`src/rtl/tsob_pkg.sv`:
```
`timescale 1ns/1ps
package tsob_pkg;
  localparam int unsigned DATA_W = 32;
  localparam int unsigned BE_W   = DATA_W / 8;

  // fence request encodings; bit 0 gates loads, bit 1 gates stores
  typedef enum logic [1:0] {
    FK_NONE  = 2'd0,
    FK_LOAD  = 2'd1,
    FK_STORE = 2'd2,
    FK_FULL  = 2'd3
  } fence_kind_e;

  localparam int unsigned FK_LD_BIT = 0;
  localparam int unsigned FK_ST_BIT = 1;
endpackage

```
`src/rtl/sb_queue.sv`:
```
`timescale 1ns/1ps
module sb_queue
  import tsob_pkg::*;
#(
  parameter int unsigned DEPTH = 8,
  parameter int unsigned AW    = 30,
  localparam int unsigned IW   = $clog2(DEPTH),
  localparam int unsigned CW   = $clog2(DEPTH + 1)
) (
  input  logic                         clk,
  input  logic                         rst_n,
  input  logic                         push,
  input  logic [AW-1:0]                push_addr,
  input  logic [DATA_W-1:0]            push_data,
  input  logic [BE_W-1:0]              push_be,
  input  logic                         pop,
  output logic [IW-1:0]                head,
  output logic [CW-1:0]                count,
  output logic [DEPTH-1:0][AW-1:0]     slot_addr,
  output logic [DEPTH-1:0][DATA_W-1:0] slot_data,
  output logic [DEPTH-1:0][BE_W-1:0]   slot_be
);
  logic [IW-1:0] tail;

  function automatic logic [IW-1:0] step(input logic [IW-1:0] p);
    if (int'(p) == int'(DEPTH) - 1) step = '0;
    else                            step = p + IW'(1);
  endfunction

  always_ff @(posedge clk) begin
    if (!rst_n) begin
      head  <= '0;
      tail  <= '0;
      count <= '0;
    end else begin
      if (push) tail <= step(tail);
      if (pop)  head <= step(head);
      count <= count + CW'(push) - CW'(pop);
    end
  end

  // payload storage carries no reset: slots are only read below count
  always_ff @(posedge clk) begin
    if (push) begin
      slot_addr[tail] <= push_addr;
      slot_data[tail] <= push_data;
      slot_be[tail]   <= push_be;
    end
  end
endmodule

```
`src/rtl/sb_fwd.sv`:
```
`timescale 1ns/1ps
module sb_fwd
  import tsob_pkg::*;
#(
  parameter int unsigned DEPTH = 8,
  parameter int unsigned AW    = 30,
  localparam int unsigned IW   = $clog2(DEPTH),
  localparam int unsigned CW   = $clog2(DEPTH + 1)
) (
  input  logic [AW-1:0]                ld_addr,
  input  logic [IW-1:0]                head,
  input  logic [CW-1:0]                count,
  input  logic [DEPTH-1:0][AW-1:0]     slot_addr,
  input  logic [DEPTH-1:0][DATA_W-1:0] slot_data,
  input  logic [DEPTH-1:0][BE_W-1:0]   slot_be,
  output logic                         fwd_hit,
  output logic                         fwd_stall,
  output logic [DATA_W-1:0]            fwd_data
);
  logic              found;
  logic [BE_W-1:0]   found_be;
  logic [DATA_W-1:0] found_data;

  // walk from oldest to youngest; the last match wins
  always_comb begin
    found      = 1'b0;
    found_be   = '0;
    found_data = '0;
    for (int age = 0; age < int'(DEPTH); age++) begin
      int pos;
      pos = int'(head) + age;
      if (pos >= int'(DEPTH)) pos = pos - int'(DEPTH);
      if (age < int'(count) && slot_addr[IW'(pos)] == ld_addr) begin
        found      = 1'b1;
        found_be   = slot_be[IW'(pos)];
        found_data = slot_data[IW'(pos)];
      end
    end
  end

  assign fwd_hit   = found && (&found_be);
  assign fwd_stall = found && !(&found_be);
  assign fwd_data  = fwd_hit ? found_data : '0;
endmodule

```
`src/rtl/sb_fence.sv`:
```
`timescale 1ns/1ps
module sb_fence
  import tsob_pkg::*;
#(
  parameter int unsigned DEPTH = 8,
  localparam int unsigned CW   = $clog2(DEPTH + 1)
) (
  input  logic          clk,
  input  logic          rst_n,
  input  logic          fence_fire,
  input  logic [1:0]    fence_kind,
  input  logic [CW-1:0] count_after,
  input  logic          drain_fire,
  output logic          fence_idle,
  output logic          hold_stores,
  output logic          hold_loads
);
  logic          pend;
  fence_kind_e   kind_q;
  logic [CW-1:0] older_left;

  always_ff @(posedge clk) begin
    if (!rst_n) begin
      pend       <= 1'b0;
      kind_q     <= FK_NONE;
      older_left <= '0;
    end else if (!pend) begin
      if (fence_fire && fence_kind != FK_NONE && count_after != '0) begin
        pend       <= 1'b1;
        kind_q     <= fence_kind_e'(fence_kind);
        older_left <= count_after;
      end
    end else if (drain_fire) begin
      older_left <= older_left - CW'(1);
      if (older_left == CW'(1)) pend <= 1'b0;
    end
  end

  assign fence_idle  = !pend;
  assign hold_stores = pend && kind_q[FK_ST_BIT];
  assign hold_loads  = pend && kind_q[FK_LD_BIT];
endmodule

```
`src/rtl/tso_store_buffer.sv`:
```
`timescale 1ns/1ps
module tso_store_buffer
  import tsob_pkg::*;
#(
  parameter int unsigned DEPTH = 8,
  parameter int unsigned AW    = 30
) (
  input  logic              clk,
  input  logic              rst_n,
  input  logic              st_valid,
  output logic              st_ready,
  input  logic [AW-1:0]     st_addr,
  input  logic [DATA_W-1:0] st_data,
  input  logic [BE_W-1:0]   st_be,
  input  logic              ld_valid,
  output logic              ld_ready,
  input  logic [AW-1:0]     ld_addr,
  output logic              ld_hit,
  output logic [DATA_W-1:0] ld_data,
  input  logic              fence_valid,
  output logic              fence_ready,
  input  logic [1:0]        fence_kind,
  output logic              dr_valid,
  input  logic              dr_ready,
  input  logic              cache_miss,
  output logic [AW-1:0]     dr_addr,
  output logic [DATA_W-1:0] dr_data,
  output logic [BE_W-1:0]   dr_be
);
  localparam int unsigned IW = $clog2(DEPTH);
  localparam int unsigned CW = $clog2(DEPTH + 1);

  logic [IW-1:0]                head;
  logic [CW-1:0]                count;
  logic [CW-1:0]                count_after;
  logic [DEPTH-1:0][AW-1:0]     slot_addr;
  logic [DEPTH-1:0][DATA_W-1:0] slot_data;
  logic [DEPTH-1:0][BE_W-1:0]   slot_be;
  logic st_fire, drain_fire, fence_fire;
  logic hold_stores, hold_loads, fwd_stall, fwd_hit;
  logic [DATA_W-1:0] fwd_data;

  assign st_ready    = (count != CW'(DEPTH)) && !hold_stores;
  assign st_fire     = st_valid && st_ready;
  assign dr_valid    = (count != '0);
  assign drain_fire  = dr_valid && dr_ready && !cache_miss;
  assign fence_fire  = fence_valid && fence_ready;
  assign count_after = count + CW'(st_fire) - CW'(drain_fire);

  assign dr_addr = slot_addr[head];
  assign dr_data = slot_data[head];
  assign dr_be   = slot_be[head];

  assign ld_ready = !hold_loads && !fwd_stall;
  assign ld_hit   = fwd_hit;
  assign ld_data  = fwd_data;

  sb_queue #(.DEPTH(DEPTH), .AW(AW)) u_queue (
    .clk(clk), .rst_n(rst_n),
    .push(st_fire), .push_addr(st_addr), .push_data(st_data), .push_be(st_be),
    .pop(drain_fire), .head(head), .count(count),
    .slot_addr(slot_addr), .slot_data(slot_data), .slot_be(slot_be)
  );

  sb_fwd #(.DEPTH(DEPTH), .AW(AW)) u_fwd (
    .ld_addr(ld_addr), .head(head), .count(count),
    .slot_addr(slot_addr), .slot_data(slot_data), .slot_be(slot_be),
    .fwd_hit(fwd_hit), .fwd_stall(fwd_stall), .fwd_data(fwd_data)
  );

  sb_fence #(.DEPTH(DEPTH)) u_fence (
    .clk(clk), .rst_n(rst_n),
    .fence_fire(fence_fire), .fence_kind(fence_kind),
    .count_after(count_after), .drain_fire(drain_fire),
    .fence_idle(fence_ready), .hold_stores(hold_stores), .hold_loads(hold_loads)
  );
endmodule

```
`config.mk`:
```
export PLATFORM = sky130hd
export DESIGN_NAME = tso_store_buffer
export DESIGN_NICKNAME = d
export VERILOG_FILES = /design/src/rtl/tsob_pkg.sv /design/src/rtl/sb_queue.sv /design/src/rtl/sb_fwd.sv /design/src/rtl/sb_fence.sv /design/src/rtl/tso_store_buffer.sv
export SDC_FILE = /design/constraint.sdc
export NUM_CORES = 2
export LEC_CHECK = 0
export ABC_AREA = 1
export CAP_MARGIN = 20
export CELL_PAD_IN_SITES_DETAIL_PLACEMENT = 0
export CELL_PAD_IN_SITES_GLOBAL_PLACEMENT = 2
export CORE_UTILIZATION = 41
export DETAILED_ROUTE_END_ITERATION = 8
export DONT_BUFFER_PORTS = 1
export PLACE_DENSITY = 0.95
export SLEW_MARGIN = 0
export SYNTH_ARGS = -nofsm -noshare
export SYNTH_HDL_FRONTEND = slang
export SYNTH_SLANG_ARGS = --single-unit
```
`constraint.sdc`:
```
create_clock -name clk -period 11.6 [get_ports clk]
set_input_delay 2.32 -clock clk [delete_from_list [all_inputs] [get_ports clk]]
set_output_delay 2.32 -clock clk [all_outputs]
set_load 0.01 [all_outputs]
```
**After elaboration in Yosys (flattened, before gate mapping)**

Cells that the tools add are included.
W data, S select, Z words.

- Input bits: 105
- Word-level logic and storage cells: 254
- Register bits: 545
- Output and inout bits: 103

- Order comparisons: 27
- Reduce and logical (&&, ||, !) cells: 34
- Eq/ne operators: 13
- Bitwise logic cells: 1
- Add/subtract/negate cells: 20
- Multiplexer cells: 129

Operators with widths:

| operator | count |
|---|---|
| $bmux W32 S3 | 9 |
| $mux W32 | 27 |
| $bmux W30 S3 | 9 |
| $mux W30 | 18 |
| $bwmux W256 | 1 |
| $bwmux W240 | 1 |
| $eq A30 B30 Y1 | 8 |
| $mux W4 | 29 |
| $bmux W4 S3 | 9 |
| $demux W32 S3 | 1 |
| $demux W30 S3 | 1 |
| $lt A3 B5 Y1 const B | 8 |
| $bwmux W32 | 1 |
| $mux W3 | 10 |
| $ge A4 B4 Y1 const B | 7 |
| $sub A3 B1 Y3 const B | 8 |
| $logic_and A1 B1 Y1 | 21 |
| $add A3 B3 Y4 const B | 4 |
| $lt A3 B4 Y1 const A | 4 |
| $demux W4 S3 | 1 |
| $mux W1 | 12 |
| $add A3 B2 Y4 const B | 2 |
| $lt A1 B4 Y1 const A | 2 |
| $lt A2 B4 Y1 const A | 2 |
| 18 further kinds | 29 |

**Longest topological paths before layout**

- Depth in word-level cells: 20
- Gate-level depth with buffers: 36
- Gate-level depth less buffers: 26

**By module**

A second synthesis with hierarchy kept.

- Cells, all modules: 7868
- Area, all modules: 48606.6 um2

By module, submodules not included:

| module | sequential area each (um2) | cells an instance | area an instance (um2) | times used |
|---|---|---|---|---|
| sb_fwd | 0.0 | 5411 | 24501.0 | 1 |
| sb_queue | 16055.4 | 607 | 16422.0 | 1 |
| tso_store_buffer | 0.0 | 1785 | 7224.4 | 1 |
| sb_fence | 140.1 | 65 | 459.2 | 1 |

**Worst setup path after synthesis**

No wires, ideal clock.

- Path type: in2out
- Start point: input port ld_addr[5]
- End point: output port ld_data[10]
- Arrival: 4.307 ns
- Path buffers: 2
- Required time: 9.280 ns
- Cell stages on the path: 20
- Path slack: 4.973 ns
- Cell sequence: clkbuf_1 > clkinv_1 > nand2_1 > nand2_1 > a21oi_1 > nand2_1 > nor2_1 > nand2_1 > nor2_2 > nand3_1 > nand2_1 > nand2_1 > a21oi_1 > nand3_1 > nand2_1 > nand2_1 > nand2_2 > inv_2 > buf_6 > nor2_2

- Cells in the longest elaborated chain, start to end: 13
- Elaborated cells between the ends (all ways): 43
- Classes of those cells: 8 x eq/ne; 25 x mux; 10 x reduce/logical

Ends and longest elaborated chain:

| what | RTL line | text |
|---|---|---|
| from (decl) | tso_store_buffer.sv:17 | `input logic [AW-1:0] ld_addr,` |
| $eq A30 B30 Y1 | sb_fwd.sv:33 | `if (age < int'(count) && slot_addr[IW'(pos)] == ld_addr) begin` |
| $logic_and A1 B1 Y1 | sb_fwd.sv:33 |  |
| $mux W4 (8 in series) | sb_fwd.sv:33 |  |
| $reduce_and A4 Y1 | sb_fwd.sv:41 | `assign fwd_hit = found && (&found_be);` |
| $logic_and A1 B1 Y1 (*) | sb_fwd.sv:41 |  |
| named net ld_hit | tso_store_buffer.sv:18 | `output logic ld_hit,` |
| $mux W32 (*) | sb_fwd.sv:43 | `assign fwd_data = fwd_hit ? found_data : '0;` |
| to (decl) | tso_store_buffer.sv:19 | `output logic [DATA_W-1:0] ld_data,` |

The timed path passes the listed nets; every way through them passes the cells marked *.

**Worst setup path in the final report**

- Start point: register u_queue.head[0]
- End point: output port ld_data[0]

- Cells in the longest elaborated chain, start to end: 18
- Elaborated cells between the ends (all ways): 146
- Classes of those cells: 15 x add/sub; 8 x order compare; 8 x eq/ne; 105 x mux; 10 x reduce/logical

Ends and longest elaborated chain:

| what | RTL line | text |
|---|---|---|
| from (decl) | sb_queue.sv:17 | `output logic [IW-1:0] head,` |
| from (signal assigned) | sb_queue.sv:37 | `if (pop) head <= step(head);` |
| $add A3 B1 Y4 (tied with other cells) | sb_fwd.sv:31 | `pos = int'(head) + age;` |
| $ge A4 B4 Y1 (tied with other cells) | sb_fwd.sv:32 | `if (pos >= int'(DEPTH)) pos = pos - int'(DEPTH);` |
| $mux W3 or $bmux W30 S3 (tied branches) | sb_fwd.sv:32, sb_fwd.sv:33 |  |
| $bmux W30 S3 or $mux W30 (tied branches) | sb_fwd.sv:33 |  |
| $mux W30 (implied by the code) | sb_fwd.sv:33 |  |
| $mux W30 (implied by the code) or $eq A30 B30 Y1 (tied branches) | sb_fwd.sv:33 |  |
| $eq A30 B30 Y1 or $logic_and A1 B1 Y1 (tied branches) | sb_fwd.sv:33 |  |
| $logic_and A1 B1 Y1 or $mux W4 (tied branches) | sb_fwd.sv:33 |  |
| $mux W4 (7 in series) | sb_fwd.sv:33 |  |
| $reduce_and A4 Y1 | sb_fwd.sv:41 |  |
| $logic_and A1 B1 Y1 | sb_fwd.sv:41 |  |
| $mux W32 (*) | sb_fwd.sv:43 |  |

Every way passes the cells marked *; elsewhere a longest branch is shown, timed or not. The select of a mux whose other input is x is not followed.

==> results.md <==
| Stage | Metric | Value |
|---|---|---|
| routing | Via/cell ratio | 5.782 |
| critical path | Critical Path Sink Type | primary output |
| sta | Final slew viol count | 0 |
| layout | Total area of multi-input combinational cells | 22,020 um2 |
| clocking | Number of clock sinks | 545 |
| placed design | Placement Setup Slack | 2.929 ns |
| hold path | Worst hold path type | reg -> reg |
| grt | Met1 Use GR | 42.29% |
| sta | Worst-case headroom to the max-slew limit | 22.51% |
| critical path | Startpoint type of the worst setup path | flip-flop |
| critical path | Maximum fanout along the worst path | 156 |
| sta | Period minus WS final | 9.422 ns |
| critical path | Data required time of the worst path | 9.28 ns |
| routing | Remaining routing DRC violations | 0 |
| sta | Highest clock rate | 106.1 MHz |
| sta | Unrepaired setup endpoints after global routing | no |
| floorplanning | Chip Width | 320.2 um |
| floorplanning | Vertical die dimension | 320.2 um |
| clocking | Deepest level of the CTS H-tree | 3 |
| clocking | Buffer count from post-CTS setup fixing | 0 |
| yosys | Synthesized instance count | 5,930 |
| yosys | Number of enable-type register cells in the synthesized netlist | 528 |
| yosys | Count of cell types in the netlist | 48 |
| sta | Final Hold Violating Endpoints | 0 |
| yosys | Sequential area share after synthesis | 39.02% |
| status | Status | complete, no violations |
| critical path | Length in cells of the worst reg-to-reg path | 19 |
| grt | Antenna violations before repair | 1 |
| sta | Final cycle utilization of the critical path | 81.22% |
| layout | Area taken by flip-flops and latches | 16,210 um2 |
| clocking | Clock buffer count from CTS | 69 |
| yosys | Number of warning messages in the yosys log | 0 |
| critical path | Critical setup path kind | reg -> out |
| critical path | Last element of the critical path | ld_data[0] |
| layout | Count of fill cells added during filler insertion | 10,210 |
| clocking | # resized after CTS | 0 |
| placed design | Placement Cell Area | 41,770 um2 |
| critical path | Critical path arrival | 7.10 ns |
| layout | Share of cells above drive strength 1 | 4.639% |
| clocking | Clock slew at reported path FFs | 0.06 ns |
| grt | Total routing usage reported by global routing | 31.06% |
| layout | Synth-to-Final Area Change | 6.165% |
| grt | First-pass GRT wire length | 237,500 um |
| grt | Pin count of the biggest net entering global routing | 243 |
| critical path | Register-to-register path setup slack | 7.44 ns |
| sta | Total setup violations reported at the end of the flow | 0 |
| critical path | Slowest-stage cell, CP | inv_1 |
| routing | Iteration-0 DRC Markers | 4,979 |
| clocking | Count of hold buffers inserted by post-cts repair | 0 |
| floorplanning | Number of ports placed on the die boundary | 208 |
| clocking | TritonCTS clock tree | done |
| floorplanning | Die footprint | 102,500 um2 |
| pwr | Total chip power | 9.497 mW |
| sta | Least-Margin Pin Slew | 1.161 ns |
| layout | # nets final | 5,785 |
| grt | Final global-route overflow total | 0 |
| floorplanning | Starting Density | 41.44% |
| clocking | Clock insertion delay at the later pin of the skew report | 0.65 ns |
| critical path | Worst R2R Start | u_queue.count[3]$_SDFF_PN0_ |
| routing | Router iterations before antenna repair | 9 |
| layout | Post-route cell area | 44,060 um2 |
| floorplanning | Num rows | 116 |
| routing | Antenna-violating nets left | 0 |
| yosys | Mean post-synth cell area | 6.998 um2 |
| grt | Met2 track demand over resource | 48.86% |
| critical path | R2r endpoint | u_fence.older_left[3]$_SDFFE_PN0P_ |
| grt | Busiest metal layer after global routing | met2 |
| sta | Least setup slack across all paths after layout | 2.178 ns |
| routing | DR vias | 40,540 |
| run | Maxcap violations | 0 |
| yosys | Synthesized net count | 6,050 |
| critical path | Delay contributed by the slowest stage of the critical path | 0.73 ns |
| yosys | Share of synthesized flip-flops with an asynchronous set or reset | 0% |
| sta | Post-Route Hold Slack | 0.4657 ns |
| placed design | Detailed Place HPWL | 107,000 um |
| clocking | CTS max path bufs | 3 |
| sta | Final-layout setup total negative slack | 0 ns |
| pwr | Pwr Density | 215.5 nW/um2 |
| yosys | Most used flip-flop cell after synthesis | edfxtp_1 |
| floorplanning | Area inside the core boundary | 100,100 um2 |
| routing | Detail-routed net length per standard cell | 23.34 um |
| clocking | Clock root buffer | clkbuf_16 |
| placed design | Port Buffer Count | 0 |
| routing | Total Wirelength | 163,600 um |
| critical path | Library cell appearing most often on the critical path | nand2_1 |
| yosys | Register bit total from synthesis | 545 |
| placed design | Global placer's final weighted congestion | 1.009 |
| layout | Ant. Diodes | 0 |
| pwr | Pleak | 18.96 nW |
| sta | Maximum clock skew at final layout | 0.02076 ns |
| pwr | Maximum vdd drop | 0.1387 mV |
| yosys | Post-Syn Area | 41,500 um2 |
| grt | Via count of the first global-routing pass | 36,350 |
| grt | Met3 demand-to-capacity share in global routing | 6.542% |
| critical path | Critical path startpoint | u_queue.head[0]$_SDFFE_PN0P_ |
## cell usage in the layout (no fill, tap or decap), types with 4 or more instances in the layout
master         n
xor2_1        51
nor2_4        12
nand4_1        6
clkinv_1      24
a211oi_1       8
inv_1        332
o22ai_1        9
nor4_1         9
edfxtp_1     528
o21a_1        12
bufinv_16      7
and2_0         8
nor2_1       257
buf_12         5
clkinv_2       7
inv_2          7
clkinvlp_4     7
nand3_1     1027
buf_4         57
dfxtp_1       14
o21ai_1       69
nand2_1     2086
o2111ai_1      7
ha_1          12
o21ai_0      573
clkbuf_16     73
a21oi_1      130
nor2_2        31
nor3_1        16
nand2_2        4
a22o_1         4
mux2i_1      175
or2_2         32
o211ai_1      69
clkbuf_1       7
## area by class of cell
| class | instances | area share (%) |
|---|---|---|
| multi-input cells | 4628 | 49.99 |
| inverters | 359 | 3.152 |
| well taps | 1298 | 3.686 |
| clock inverters | 36 | 0.8945 |
| repair buffers | 62 | 1.198 |
| flip-flops and latches | 545 | 36.78 |
| clock buffers | 83 | 4.299 |
## flip-flops by register name, summed over array words and instances, names as in the netlist
| name | cells |
|---|---|
| u_queue.head | 3 |
| u_fence.older_left | 4 |
| u_queue.slot_data | 256 |
| u_queue.tail | 3 |
| u_queue.slot_be | 32 |
| u_queue.count | 4 |
| u_fence.kind_q | 2 |
| u_queue.slot_addr | 240 |
| u_fence.pend | 1 |
## power breakdown
part / total, mW / switching [mW] / internal, mW
logic: 4.86 / 3.60 / 1.26
registers: 2.43 / 0.0925 / 2.34
clock network: 2.21 / 0.890 / 1.32
total: 9.50 / 4.59 / 4.91
## critical path, delay by kind of cell (launching register included)
kind / cells / cell delay [ns]
buffers and inverters: 6 / 3.17
and+or+nand+nor: 19 / 2.00
DFF: 1 / 0.70
adders and majority gates: 1 / 0.43
## cell usage after synthesis, types with 3 or more instances
master	number	share of area (%)
nand2_1	2086	19
nand3_1	1027	12
o21ai_0	573	6.9
edfxtp_1	528	38
inv_1	335	3.0
nor2_1	265	2.4
mux2i_1	175	4.2
buf_2	154	1.9
a21oi_1	130	1.6
clkbuf_1	126	1.1
o211ai_1	69	1.2
o21ai_1	69	0.83
xor2_1	52	1.1
buf_1	50	0.45
buf_4	39	0.71
nor2_2	33	0.50
or2_2	32	0.48
buf_6	28	0.76
dfxtp_1	17	0.82
nor3_1	16	0.19
clkinv_1	14	0.13
ha_1	14	0.42
o21a_1	12	0.22
nor4_1	9	0.14
o22ai_1	9	0.14
a211oi_1	8	0.14
and2_0	8	0.12
inv_2	8	0.072
o2111ai_1	7	0.15
nand4_1	6	0.090
a22o_1	4	0.084
nand2_2	4	0.060
and2_1	3	0.045
## cells by family after synthesis
kind of cell / count (synthesis) / synth area share [%]
and+or+nand+nor: 3492 / 35.37
AOI/OAI and AO/OA: 890 / 11.46
buffers and inverters: 757 / 8.209
DFF: 545 / 39.02
muxes: 175 / 4.221
xor gates and xnor gates: 56 / 1.245
adders and majority gates: 15 / 0.4703
## per-stage QoR
stage | cells | util [%]
3_3_place_gp | 6892 | 41.71
5_1_grt | 7011 | 44.00
4_1_cts | 7011 | 44.00
3_5_place_dp | 6892 | 41.71
2_1_floorplan | 5930 | -
6_report | 7011 | 44.00
## worst min path at each step
stage                                              start                        endpoint  slack [ns]  cells past startpoint
after CTS                 u_fence.kind_q[0]$_SDFFE_PN0P_  u_fence.kind_q[0]$_SDFFE_PN0P_        0.47                      2
after detailed placement  u_fence.kind_q[0]$_SDFFE_PN0P_  u_fence.kind_q[0]$_SDFFE_PN0P_        0.46                      2
after global placement    u_fence.kind_q[0]$_SDFFE_PN0P_  u_fence.kind_q[0]$_SDFFE_PN0P_        0.45                      2
after floorplan           u_fence.kind_q[0]$_SDFFE_PN0P_  u_fence.kind_q[0]$_SDFFE_PN0P_        0.45                      2
after global routing      u_fence.kind_q[0]$_SDFFE_PN0P_  u_fence.kind_q[0]$_SDFFE_PN0P_        0.49                      2
final                     u_fence.kind_q[0]$_SDFFE_PN0P_  u_fence.kind_q[0]$_SDFFE_PN0P_        0.47                      2
## per-layer routing
layer  routed length [um]  up-vias
li1                     -    19440
met1                69110    18920
met2                72770     1911
met3                16680      264
met4                 5052        0
met5                    0        -
No activity file was read; power rests on OpenSTA's default activity.
